**src/rtl/lhp_pkg.sv**
```systemverilog
package lhp_pkg;

    // Two-bit saturating direction counter; the encoding is part of the contract.
    typedef enum logic [1:0] {
        CTR_STRONG_NT = 2'b00,
        CTR_WEAK_NT   = 2'b01,
        CTR_WEAK_T    = 2'b10,
        CTR_STRONG_T  = 2'b11
    } ctr_state_e;

    localparam ctr_state_e CTR_RESET = CTR_WEAK_NT;

endpackage

```
**src/rtl/lhp_ctr_fsm.sv**
```systemverilog
module lhp_ctr_fsm
    import lhp_pkg::*;
(
    input  logic       clk,
    input  logic       rst_n,
    input  logic       step,
    input  logic       taken,
    output logic       pred_o,
    output ctr_state_e state_o
);

    ctr_state_e state_q;
    ctr_state_e state_d;

    // State register
    always_ff @(posedge clk or negedge rst_n) begin
        if (!rst_n) begin
            state_q <= CTR_RESET;
        end else begin
            state_q <= state_d;
        end
    end

    // Transitions: INC on taken, DEC on not-taken, HOLD when not stepped
    always_comb begin
        state_d = state_q;
        if (step) begin
            unique case (state_q)
                CTR_STRONG_NT: state_d = taken ? CTR_WEAK_NT  : CTR_STRONG_NT;
                CTR_WEAK_NT:   state_d = taken ? CTR_WEAK_T   : CTR_STRONG_NT;
                CTR_WEAK_T:    state_d = taken ? CTR_STRONG_T : CTR_WEAK_NT;
                CTR_STRONG_T:  state_d = taken ? CTR_STRONG_T : CTR_WEAK_T;
            endcase
        end
    end

    // Outputs
    always_comb begin
        unique case (state_q)
            CTR_STRONG_NT: pred_o = 1'b0;
            CTR_WEAK_NT:   pred_o = 1'b0;
            CTR_WEAK_T:    pred_o = 1'b1;
            CTR_STRONG_T:  pred_o = 1'b1;
        endcase
        state_o = state_q;
    end

endmodule

```
**src/rtl/lhp_history_table.sv**
```systemverilog
module lhp_history_table #(
    parameter int IDX_W  = 3,
    parameter int HIST_W = 3
) (
    input  logic                        clk,
    input  logic                        rst_n,
    input  logic [IDX_W-1:0]            rd_idx,
    output logic [HIST_W-1:0]           rd_hist,
    input  logic                        wr_en,
    input  logic [IDX_W-1:0]            wr_idx,
    input  logic                        wr_taken,
    output logic [HIST_W-1:0]           wr_hist,
    output logic [(HIST_W<<IDX_W)-1:0]  hist_vec
);

    localparam int ENTRIES = 1 << IDX_W;

    logic [HIST_W-1:0] hist_q [ENTRIES];
    logic [HIST_W:0]   shifted;

    assign rd_hist = hist_q[rd_idx];
    assign wr_hist = hist_q[wr_idx];
    assign shifted = {wr_hist, wr_taken};

    genvar g;
    generate
        for (g = 0; g < ENTRIES; g++) begin : g_slot
            always_ff @(posedge clk or negedge rst_n) begin
                if (!rst_n) begin
                    hist_q[g] <= '0;
                end else if (wr_en && wr_idx == IDX_W'(g)) begin
                    hist_q[g] <= shifted[HIST_W-1:0];
                end
            end
            assign hist_vec[g*HIST_W +: HIST_W] = hist_q[g];
        end
    endgenerate

endmodule

```
**src/rtl/lhp_pattern_table.sv**
```systemverilog
module lhp_pattern_table
    import lhp_pkg::*;
#(
    parameter int HIST_W = 3
) (
    input  logic                       clk,
    input  logic                       rst_n,
    input  logic [HIST_W-1:0]          rd_hist,
    output logic                       rd_taken,
    input  logic                       wr_en,
    input  logic [HIST_W-1:0]          wr_hist,
    input  logic                       wr_taken,
    output logic [(2<<HIST_W)-1:0]     state_vec
);

    localparam int COUNTERS = 1 << HIST_W;

    logic [COUNTERS-1:0] pred_bits;

    genvar g;
    generate
        for (g = 0; g < COUNTERS; g++) begin : g_ctr
            ctr_state_e st;
            lhp_ctr_fsm u_ctr (
                .clk     (clk),
                .rst_n   (rst_n),
                .step    (wr_en && wr_hist == HIST_W'(g)),
                .taken   (wr_taken),
                .pred_o  (pred_bits[g]),
                .state_o (st)
            );
            assign state_vec[2*g +: 2] = st;
        end
    endgenerate

    assign rd_taken = pred_bits[rd_hist];

endmodule

```
**src/rtl/lhist_predictor.sv**
```systemverilog
module lhist_predictor #(
    parameter int PC_W    = 32,
    parameter int IDX_LSB = 2,
    parameter int IDX_W   = 3,
    parameter int HIST_W  = 3
) (
    input  logic            clk,
    input  logic            rst_n,
    input  logic [PC_W-1:0] pred_pc,
    output logic            pred_taken,
    input  logic            upd_valid,
    input  logic [PC_W-1:0] upd_pc,
    input  logic            upd_taken
);

    localparam int HVEC_W = HIST_W << IDX_W;
    localparam int CVEC_W = 2 << HIST_W;

    logic [IDX_W-1:0]  pred_idx;
    logic [IDX_W-1:0]  upd_idx;
    logic [HIST_W-1:0] pred_hist;
    logic [HIST_W-1:0] upd_hist;
    logic [HVEC_W-1:0] hist_vec;
    logic [CVEC_W-1:0] pht_vec;

    // Low word-address bits pick the slot, so neighbouring branches spread out.
    assign pred_idx = pred_pc[IDX_LSB +: IDX_W];
    assign upd_idx  = upd_pc[IDX_LSB +: IDX_W];

    wire pc_unused_bits = ^{pred_pc, upd_pc};

    lhp_history_table #(
        .IDX_W  (IDX_W),
        .HIST_W (HIST_W)
    ) u_hist (
        .clk      (clk),
        .rst_n    (rst_n),
        .rd_idx   (pred_idx),
        .rd_hist  (pred_hist),
        .wr_en    (upd_valid),
        .wr_idx   (upd_idx),
        .wr_taken (upd_taken),
        .wr_hist  (upd_hist),
        .hist_vec (hist_vec)
    );

    lhp_pattern_table #(
        .HIST_W (HIST_W)
    ) u_pht (
        .clk       (clk),
        .rst_n     (rst_n),
        .rd_hist   (pred_hist),
        .rd_taken  (pred_taken),
        .wr_en     (upd_valid),
        .wr_hist   (upd_hist),
        .wr_taken  (upd_taken),
        .state_vec (pht_vec)
    );

endmodule

```
**config.mk**
```make
export PLATFORM = sky130hd
export DESIGN_NAME = lhist_predictor
export DESIGN_NICKNAME = d
export VERILOG_FILES = /design/src/rtl/lhp_pkg.sv /design/src/rtl/lhp_ctr_fsm.sv /design/src/rtl/lhp_history_table.sv /design/src/rtl/lhp_pattern_table.sv /design/src/rtl/lhist_predictor.sv
export SDC_FILE = /design/constraint.sdc
export NUM_CORES = 1
export LEC_CHECK = 0
export BUFFER_PORTS_ARGS = -buffer_cell sky130_fd_sc_hd__buf_2
export CAP_MARGIN = 0
export CORE_MARGIN = 1.5
export CORE_UTILIZATION = 51
export DETAILED_ROUTE_END_ITERATION = 7
export HOLD_SLACK_MARGIN = 0.1
export PLACE_DENSITY = 0.79
export RECOVER_POWER = 50
export SLEW_MARGIN = 5
export SYNTH_ARGS = -nofsm -noshare
export SYNTH_HDL_FRONTEND = slang
export SYNTH_SLANG_ARGS = --single-unit
```
**constraint.sdc**
```tcl
create_clock -name clk -period 2.4 [get_ports clk]
set_clock_uncertainty 0.05 [all_clocks]
set_input_delay 0.24 -clock clk [delete_from_list [all_inputs] [get_ports clk]]
set_output_delay 0.24 -clock clk [all_outputs]
set_load 0.02 [all_outputs]
```
==> results of run 1 <==
[power breakdown]
part	leakage, µW	switching, µW	internal (µW)
Sequential	0.000462	179	906
Combinational	0.000565	333	324
Clock	0.0000455	226	234
Total	0.00107	737	1460
[registers in the layout, summed over array words and instances, names as in the netlist]
signal,flops
u_hist.hist_vec,24
u_pht.g_ctr.u_ctr.state_o,16
[through the flow]
stage,instance area (µm²),std cells,power [µW],util
2_1_floorplan,2260,221,1530,-
3_3_place_gp,2380,281,1690,0.551
3_5_place_dp,2380,281,1720,0.551
4_1_cts,2480,290,2180,0.574
5_1_grt,2500,295,2350,0.579
6_report,2500,295,2200,0.579
[cell families (layout without fill, tap and decap cells)]
group                  after synthesis  in the layout
muxes                               34             34
AOI/OAI and AO/OA                   61             61
and+or+nand+nor                     71             71
DFF                                 40             40
buffers and inverters               15             37
[metal layers]
layer	GRT usage	up-vias
met4	0.0458	0
met2	0.327	34
met3	0.0436	5
li1	-	855
met1	0.274	822
met5	0	-
[worst paths after layout]
| path | start | end | slack [ns] |
|---|---|---|---|
| worst max-delay path | u_hist.hist_vec[18]$_DFFE_PN0P_ | pred_taken | 0.05 |
| worst min-delay path | upd_taken | u_pht.g_ctr[0].u_ctr.state_o[0]$_DFFE_PN1P_ | 0.31 |
| worst max register to register | u_hist.hist_vec[18]$_DFFE_PN0P_ | u_pht.g_ctr[4].u_ctr.state_o[0]$_DFFE_PN1P_ | 0.17 |
| worst min register to register | u_pht.g_ctr[3].u_ctr.state_o[0]$_DFFE_PN1P_ | u_pht.g_ctr[3].u_ctr.state_o[0]$_DFFE_PN1P_ | 0.44 |
| max in group asynchronous | rst_n | u_hist.hist_vec[19]$_DFFE_PN0P_ | 1.12 |
| min in group asynchronous | rst_n | u_pht.g_ctr[6].u_ctr.state_o[1]$_DFFE_PN0P_ | 0.58 |
[layout make-up]
class                   count  area share
clock buffers               8      0.0360
inverters                   5     0.00749
multi-input cells         166       0.470
flip-flops and latches     40       0.404
well taps                  52      0.0260
repair buffers             24      0.0569
[cell usage in the layout (no fill, tap or decap), drive strengths merged, types with 2 or more instances in the layout]
cell | netlist | layout
a31oi | 3 | 3
nand2 | 23 | 23
mux2i | 18 | 18
buf | 5 | 18
and2 | 2 | 2
inv | 5 | 5
nor3 | 3 | 3
a21oi | 16 | 16
nor2b | 9 | 9
dfstp | 8 | 8
nand4bb | 3 | 3
nand4b | 3 | 3
o211ai | 6 | 6
o311ai | 2 | 2
nor3b | 2 | 2
nor2 | 16 | 16
o21ai | 27 | 27
dfrtp | 32 | 32
mux2 | 7 | 7
clkbuf | 5 | 13
a21o | 4 | 4
nand3 | 7 | 7
mux4 | 9 | 9
[worst max-delay path: stages, from the launching register on]
cell,delay (ns)
dfrtp_1,0.39
mux2i_1,0.10
mux4_2,0.57
mux2_2,0.31
o211ai_1,0.15
o21ai_1,0.09
buf_2,0.17
[timing repair]
item / in CTS / in global routing
gates resized for setup: 0 / 1
buffers inserted: 0 / 5
endpoints found under the hold margin: 32 / 0
endpoints found under the setup margin: 0 / 1
hold buffers: 1 / 0
==> impl_metrics.env, run 1 <==
export IMPL_h_tree_depth=2
export IMPL_synth_fa_ha_area_frac=0
export IMPL_finalSetupTns_ns=0
export IMPL_synth_simple_area_share=0.162
export IMPL_synth_top_family_by_area="multiplexers"
export IMPL_ys_warnings_count=0
export IMPL_hold_ws_ns=0.307
export IMPL_async_flop_share=1.00
export IMPL_maxCapViolCount=0
export IMPL_end_kind="primary output"
export IMPL_synth_top_area_frac=0.354
export IMPL_via_per_inst=5.82
export IMPL_synth_cell_area_um2=2260
export IMPL_num_vias=1716
export IMPL_min_path_type="input pin to flip-flop"
export IMPL_synthToLayoutAreaGrowth_pct=10.7
export IMPL_leakagePower_uw=0.00107
export IMPL_ir_drop_v=0.000462
export IMPL_maxSlewViolCount=0
export IMPL_initial_core_util=0.523
export IMPL_layout_nets=310
export IMPL_power_density_nw_per_um2=879
export IMPL_syn_area_per_cell_um2=10.2
export IMPL_ys_ff_latch=40
export IMPL_firstDrtPassIters=4
export IMPL_setup_violations=0
export IMPL_die_y_um=69.6
export IMPL_n_antenna_cell=0
export IMPL_fin_ws_ns=0.0453
export IMPL_critPathRequiredTime_ns=2.11
export IMPL_top_layer="met4"
export IMPL_critPathLaunchType="flip-flop"
export IMPL_grt_pass1_wl_mm=7.70
export IMPL_whs_path_depth=3
export IMPL_cts_root_buf="clkbuf_8"
export IMPL_muxShareOfSynthArea=0.204
export IMPL_cts_sinks=40
export IMPL_dr_wl_met2_mm=2.20
export IMPL_cp_arrival_ns=2.06
export IMPL_fillers=359
export IMPL_rsz0062_at_grt="yes"
export IMPL_cts_tree="done"
export IMPL_yosys_cell_count_top_type="dfrtp_1"
export IMPL_coreArea_um2=4320
export IMPL_grt_antenna_before_repair=0
export IMPL_gp_congestion=0.800
export IMPL_grt_overflow=0
export IMPL_synth_largest_area_cell="dfrtp_1"
export IMPL_fin_crit_sh=0.981
export IMPL_dieWidth_um=69.6
export IMPL_hold_violations=0
export IMPL_track_usage=0.199
export IMPL_ys_top_cells_by_count="dfrtp_1, o21ai_0, nand2_1"
export IMPL_period_needed_ns=2.35
export IMPL_syn_inst=221
export IMPL_clockBufferDepth=2
export IMPL_numCtsBuffers=5
export IMPL_multiInputGateArea_um2=1180
export IMPL_yosysUniqueCellTypes=33
export IMPL_num_io_pins=69
export IMPL_numPortBuffers=10
export IMPL_yosys_top_cells_area="dfrtp_1, dfstp_2, mux4_2"
export IMPL_worst_pin_slew_ns=0.973
export IMPL_place_ws_ns=0.193
export IMPL_ys_seq_area_frac=0.447
export IMPL_synth_edf_count=0
export IMPL_ys_flop_type="dfrtp_1"
export IMPL_crit_path_max_fanout=5
export IMPL_synth_xor_area_frac=0
export IMPL_wl_mm=4.54
export IMPL_path_class="flip-flop to primary output"
export IMPL_drt_iter0_drc=86
export IMPL_syn_num_nets=289
export IMPL_ff2ff_path_depth=8
export IMPL_regArea_um2=1010
export IMPL_grt_max_degree=41
export IMPL_status="complete, no violations"
export IMPL_drive_gt1_frac=0.206
export IMPL_hpwlAfterDp_mm=3.19
export IMPL_synth_compound_area_frac=0.155
export IMPL_die_area_um2=4840
export IMPL_drc=0
export IMPL_timing_fmax_ghz=0.425
export IMPL_dr_wl_met3_um=138
export IMPL_wl_per_cell_um=15.4
export IMPL_max_slew_margin_rel=0.351
export IMPL_num_rows=24
export IMPL_grt_pass1_vias=1609
export IMPL_ant_nets=0
export IMPL_drt_met1_wl_mm=2.16
export IMPL_clock_latency_ns=0.29
export IMPL_clkTransAtPathRegs_ns=0.08
Power figures use the tool's default switching activity.
==> run 2, diff against run 1 <==
--- a/config.mk
+++ b/config.mk
@@ -12,8 +12,7 @@
 export DETAILED_ROUTE_END_ITERATION = 7
 export HOLD_SLACK_MARGIN = 0.1
 export PLACE_DENSITY = 0.79
-export RECOVER_POWER = 50
-export SLEW_MARGIN = 5
+export SLEW_MARGIN = 20
 export SYNTH_ARGS = -nofsm -noshare
 export SYNTH_HDL_FRONTEND = slang
 export SYNTH_SLANG_ARGS = --single-unit
==> impl_metrics.env, run 2 (synthesis results as in run 1) <==
export IMPL_fin_crit_sh=0.978
export IMPL_min_path_type="input pin to flip-flop"
export IMPL_setup_violations=0
export IMPL_num_io_pins=69
export IMPL_coreArea_um2=4320
export IMPL_ir_drop_v=0.000462
export IMPL_worst_pin_slew_ns=0.874
export IMPL_critPathLaunchType="flip-flop"
export IMPL_rrSetupSlack_ns=0.18
export IMPL_die_y_um=69.6
export IMPL_gp_congestion=0.800
export IMPL_maxSlewViolCount=0
export IMPL_maxCapViolCount=0
export IMPL_timing_fmax_ghz=0.426
export IMPL_min_to="u_pht.g_ctr[0].u_ctr.state_o[0]$_DFFE_PN1P_"
export IMPL_wl_mm=4.54
export IMPL_crit_path_top_delay_cell="mux4_2"
export IMPL_initial_core_util=0.523
export IMPL_layout_nets=310
export IMPL_wl_per_cell_um=15.4
export IMPL_drc=0
export IMPL_grt_pass1_vias=1609
export IMPL_num_rows=24
export IMPL_hpwlAfterDp_mm=3.19
export IMPL_worst_path_buf_inv=1
export IMPL_track_usage=0.199
export IMPL_cp_slowest_stage_delay_ns=0.57
export IMPL_ff2ff_path_depth=8
export IMPL_grt_antenna_before_repair=0
export IMPL_leakagePower_uw=0.00109
export IMPL_via_per_inst=5.76
export IMPL_grt_pass1_wl_mm=7.70
export IMPL_min_from="upd_taken"
export IMPL_reg2reg_from="u_hist.hist_vec[9]$_DFFE_PN0P_"
export IMPL_clkTransAtPathRegs_ns=0.08
export IMPL_path_class="flip-flop to primary output"
export IMPL_drive_gt1_frac=0.222
export IMPL_n_antenna_cell=0
export IMPL_cp_arrival_ns=2.06
export IMPL_cts_root_buf="clkbuf_8"
export IMPL_status="complete, no violations"
export IMPL_clockBufferDepth=2
export IMPL_rsz0062_at_grt="yes"
export IMPL_total_power_uw=2200
export IMPL_clock_latency_ns=0.29
export IMPL_path_delay_family="multiplexers"
export IMPL_drt_iter0_drc=88
export IMPL_dieWidth_um=69.6
export IMPL_die_area_um2=4840
export IMPL_num_vias=1699
export IMPL_whs_path_depth=3
export IMPL_largest_reg_flops=24
export IMPL_synthToLayoutAreaGrowth_pct=11.4
export IMPL_cts_sinks=40
export IMPL_cp_cell_sequence="mux2i_1 > mux4_2 > mux2_2 > o211ai_1 > o21ai_1 > buf_2"
export IMPL_final_cell_mix="dfrtp_1, o21ai_0, nand2_1, mux2i_1"
export IMPL_hold_violations=0
export IMPL_fillers=356
export IMPL_h_tree_depth=2
export IMPL_firstDrtPassIters=4
export IMPL_grt_overflow=0
export IMPL_end_kind="primary output"
export IMPL_crit_path_max_fanout=5
export IMPL_numPortBuffers=10
export IMPL_power_density_nw_per_um2=875
export IMPL_grt_max_degree=41
export IMPL_cts_tree="done"
export IMPL_max_slew_margin_rel=0.417
export IMPL_period_needed_ns=2.35
export IMPL_critPathRequiredTime_ns=2.11
export IMPL_numCtsBuffers=5
export IMPL_hold_ws_ns=0.305
export IMPL_r2r_end="u_pht.g_ctr[4].u_ctr.state_o[0]$_DFFE_PN1P_"
export IMPL_ant_nets=0
export IMPL_final_common_cell="dfrtp_1"
-- run 2: changes by cell type in the layout (fill, tap and decap cells not counted), sizes merged --
cell    change
buf         +5
clkbuf      -5
-- run 2: layer usage --
metal | up-vias | part of all wire | global-route usage
met5 | - | 0 | 0
met4 | 0 | 0.0095 | 0.0458
met3 | 5 | 0.026 | 0.0436
met2 | 23 | 0.48 | 0.327
met1 | 816 | 0.48 | 0.274
li1 | 855 | - | -
-- run 2: worst max-delay path by stage --
stage / from / endpoint / slack [ns] / depth (start not counted)
6_report: u_hist.hist_vec[18]$_DFFE_PN0P_ / pred_taken / 0.05 / 6
5_1_grt: u_hist.hist_vec[18]$_DFFE_PN0P_ / pred_taken / -0.04 / 6
4_1_cts: u_hist.hist_vec[18]$_DFFE_PN0P_ / pred_taken / 0.03 / 6
3_5_place_dp: pred_pc[2] / pred_taken / 0.19 / 7
3_3_place_gp: pred_pc[2] / pred_taken / 0.19 / 7
2_1_floorplan: pred_pc[2] / pred_taken / 0.25 / 6
-- run 2: repair_timing --
action	CTS	global route
endpoints found under the setup margin	0	1
gates resized for setup	0	1
hold buffers	1	0
setup buffers	0	5
endpoints found under the hold margin	32	0
-- run 2: metrics by stage --
| step | utilization | instance area (µm²) | instances | setup WS, ns | setup TNS (ns) |
|---|---|---|---|---|---|
| after floorplan | - | 2260 | 221 | 0.248 | 0 |
| after detailed placement | 0.551 | 2380 | 281 | 0.193 | 0 |
| after global placement | 0.551 | 2380 | 281 | 0.187 | 0 |
| after global routing | 0.583 | 2520 | 295 | -0.0432 | -0.0447 |
| after CTS | 0.574 | 2480 | 290 | 0.0324 | 0 |
| final | 0.583 | 2520 | 295 | 0.0530 | 0 |
-- run 2: report_power, final --
group / total, µW / internal [µW] / switching (µW)
registers: 1080 / 906 / 178
logic: 659 / 326 / 333
clock network: 461 / 234 / 227
total: 2200 / 1470 / 738
-- run 2: layout make-up --
type	instances	area (µm²)	area share
Clock buffer	8	90.1	0.0357
Inverter	5	18.8	0.00745
Multi-Input combinational cell	166	1180	0.467
Sequential cell	40	1010	0.401
Tap cell	52	65.1	0.0258
Timing Repair Buffer	24	158	0.0626
-- run 2: tightest hold or removal path: stages --
cell	delay [ns]
buf_2	0.22
o211ai_1	0.13
nand2_1	0.06
==> run 3, diff against run 2 <==
--- a/config.mk
+++ b/config.mk
@@ -7,11 +7,14 @@
 export LEC_CHECK = 0
 export BUFFER_PORTS_ARGS = -buffer_cell sky130_fd_sc_hd__buf_2
 export CAP_MARGIN = 0
-export CORE_MARGIN = 1.5
-export CORE_UTILIZATION = 51
+export CELL_PAD_IN_SITES_DETAIL_PLACEMENT = 1
+export CELL_PAD_IN_SITES_GLOBAL_PLACEMENT = 1
+export CORE_MARGIN = 3
+export CORE_UTILIZATION = 39
 export DETAILED_ROUTE_END_ITERATION = 7
 export HOLD_SLACK_MARGIN = 0.1
-export PLACE_DENSITY = 0.79
+export PLACE_DENSITY_LB_ADDON = 0.1
+export REMOVE_ABC_BUFFERS = 1
 export SLEW_MARGIN = 20
 export SYNTH_ARGS = -nofsm -noshare
 export SYNTH_HDL_FRONTEND = slang
==> impl_metrics.env, run 3 (synthesis results as in run 1) <==
export IMPL_internal_power_uw=1500
export IMPL_final_core_util=0.458
export IMPL_power_frac_comb=0.311
export IMPL_clkTransAtPathRegs_ns=0.07
export IMPL_fin_ws_ns=0.0460
export IMPL_hpwlAfterDp_mm=4.46
export IMPL_final_area_um2=2550
export IMPL_numCtsBuffers=5
export IMPL_crit_path_max_fanout=5
export IMPL_final_common_cell="dfrtp_1"
export IMPL_track_usage=0.204
export IMPL_maxCapViolCount=0
export IMPL_cp_arrival_ns=2.06
export IMPL_place_ws_ns=-0.0134
export IMPL_critPathLaunchType="flip-flop"
export IMPL_max_slew_margin_rel=0.387
export IMPL_num_vias=1825
export IMPL_h_tree_depth=2
export IMPL_grt_max_degree=41
export IMPL_grt_overflow=0
export IMPL_end_kind="primary output"
export IMPL_total_power_uw=2300
export IMPL_synthToLayoutAreaGrowth_pct=12.8
export IMPL_status="complete, no violations"
export IMPL_regArea_um2=1010
export IMPL_worst_pin_slew_ns=0.920
export IMPL_cts_tree="done"
export IMPL_clockBufferDepth=2
export IMPL_ant_nets=0
export IMPL_grt_pass1_wl_mm=10.3
export IMPL_drc=0
export IMPL_num_io_pins=69
export IMPL_seqPwrFrac=0.478
export IMPL_grt_antenna_before_repair=0
export IMPL_multiInputGateArea_um2=1190
export IMPL_layout_nets=309
export IMPL_cts_sinks=40
export IMPL_via_per_inst=5.83
export IMPL_fillers=648
export IMPL_path_class="flip-flop to primary output"
export IMPL_leakagePower_uw=0.00109
export IMPL_timing_fmax_ghz=0.425
export IMPL_switching_share=0.347
export IMPL_dieWidth_um=82.2
export IMPL_rsz0062_at_grt="yes"
export IMPL_setup_violations=0
export IMPL_largest_reg_flops=24
export IMPL_placed_area_um2=2420
export IMPL_wl_mm=6.11
export IMPL_cts_root_buf="clkbuf_8"
export IMPL_hold_violations=0
export IMPL_die_y_um=82.2
export IMPL_rrSetupSlack_ns=0.12
export IMPL_ir_drop_v=0.000355
export IMPL_fin_crit_sh=0.981
export IMPL_firstDrtPassIters=4
export IMPL_maxSlewViolCount=0
export IMPL_drt_iter0_drc=78
export IMPL_coreArea_um2=5570
export IMPL_final_cell_mix="dfrtp_1, o21ai_0, nand2_1, mux2i_1"
export IMPL_grt_pass1_vias=2015
export IMPL_drive_gt1_frac=0.237
export IMPL_initial_core_util=0.406
export IMPL_power_frac_clock=0.211
export IMPL_critPathRequiredTime_ns=2.11
export IMPL_min_path_type="input pin to flip-flop"
export IMPL_gp_congestion=0.774
export IMPL_clock_latency_ns=0.29
export IMPL_num_rows=27
export IMPL_finalSetupTns_ns=0
export IMPL_die_area_um2=6750
export IMPL_n_antenna_cell=0
export IMPL_numPortBuffers=10
export IMPL_p_sw_uw=800
export IMPL_wl_per_cell_um=19.5
export IMPL_power_density_nw_per_um2=903
export IMPL_period_needed_ns=2.35
## run 3: cell types whose count changed in the layout (fill, tap and decap cells not counted)
cell	change
mux2i_2	+1
mux2i_1	-1
o21ai_1	+1
buf_4	-1
o21ai_0	-1
nor2b_2	+2
clkbuf_8	+1
clkbuf_1	-2
nor2b_1	-2
## run 3: layer usage
layer	part of all wire	global-route usage	wire [µm]	up-vias
met5	0	0	0	-
met4	0.010	0.0449	64	0
met3	0.014	0.0369	87	7
met2	0.51	0.355	3130	14
met1	0.46	0.265	2830	954
li1	-	-	-	850
## run 3: final cells by class
class | instances | share of cell area
Multi-Input combinational cell | 166 | 0.465
Sequential cell | 40 | 0.396
Timing Repair Buffer | 23 | 0.0588
Clock buffer | 7 | 0.0377
Tap cell | 72 | 0.0353
Inverter | 5 | 0.00735
## run 3: metrics by stage
step / hold WS [ns] / std cells
3_3_place_gp: 0.356 / 303
3_5_place_dp: 0.381 / 303
2_1_floorplan: -0.106 / 211
5_1_grt: 0.366 / 313
6_report: 0.349 / 313
4_1_cts: 0.354 / 312
## run 3: final timing paths
path,startpoint,end,cells after the start
min in group asynchronous,rst_n,u_hist.hist_vec[4]$_DFFE_PN0P_,2
worst min register to register,u_pht.g_ctr[3].u_ctr.state_o[0]$_DFFE_PN1P_,u_pht.g_ctr[3].u_ctr.state_o[0]$_DFFE_PN1P_,1
max in group asynchronous,rst_n,u_pht.g_ctr[4].u_ctr.state_o[1]$_DFFE_PN0P_,2
worst max-delay path,u_hist.hist_vec[21]$_DFFE_PN0P_,pred_taken,6
worst min-delay path,upd_taken,u_pht.g_ctr[0].u_ctr.state_o[0]$_DFFE_PN1P_,3
worst max register to register,u_hist.hist_vec[0]$_DFFE_PN0P_,u_pht.g_ctr[4].u_ctr.state_o[0]$_DFFE_PN1P_,8
## run 3: what timing repair did
item                                   in CTS  in global routing
hold buffers                                1                  0
buffers inserted                            1                  1
endpoints found under the hold margin      32                  0
setup endpoints to repair                   1                  8
gates resized for setup                     0                  5
## run 3: power by group through the flow
stage | Combinational [µW] | Clock [µW] | Sequential [µW]
floorplan | 464 | 0 | 1040
global placement | 641 | 0 | 1080
detailed placement | 696 | 0 | 1110
CTS | 706 | 499 | 1100
global route | 797 | 531 | 1130
finish | 716 | 487 | 1100
## run 3: worst max-delay path: stages, from the launching register on
cell and delay [ns]:
dfrtp_1 0.41, mux2i_1 0.10, mux4_2 0.55, mux2_2 0.30, o211ai_1 0.15, o21ai_1 0.10, buf_2 0.17
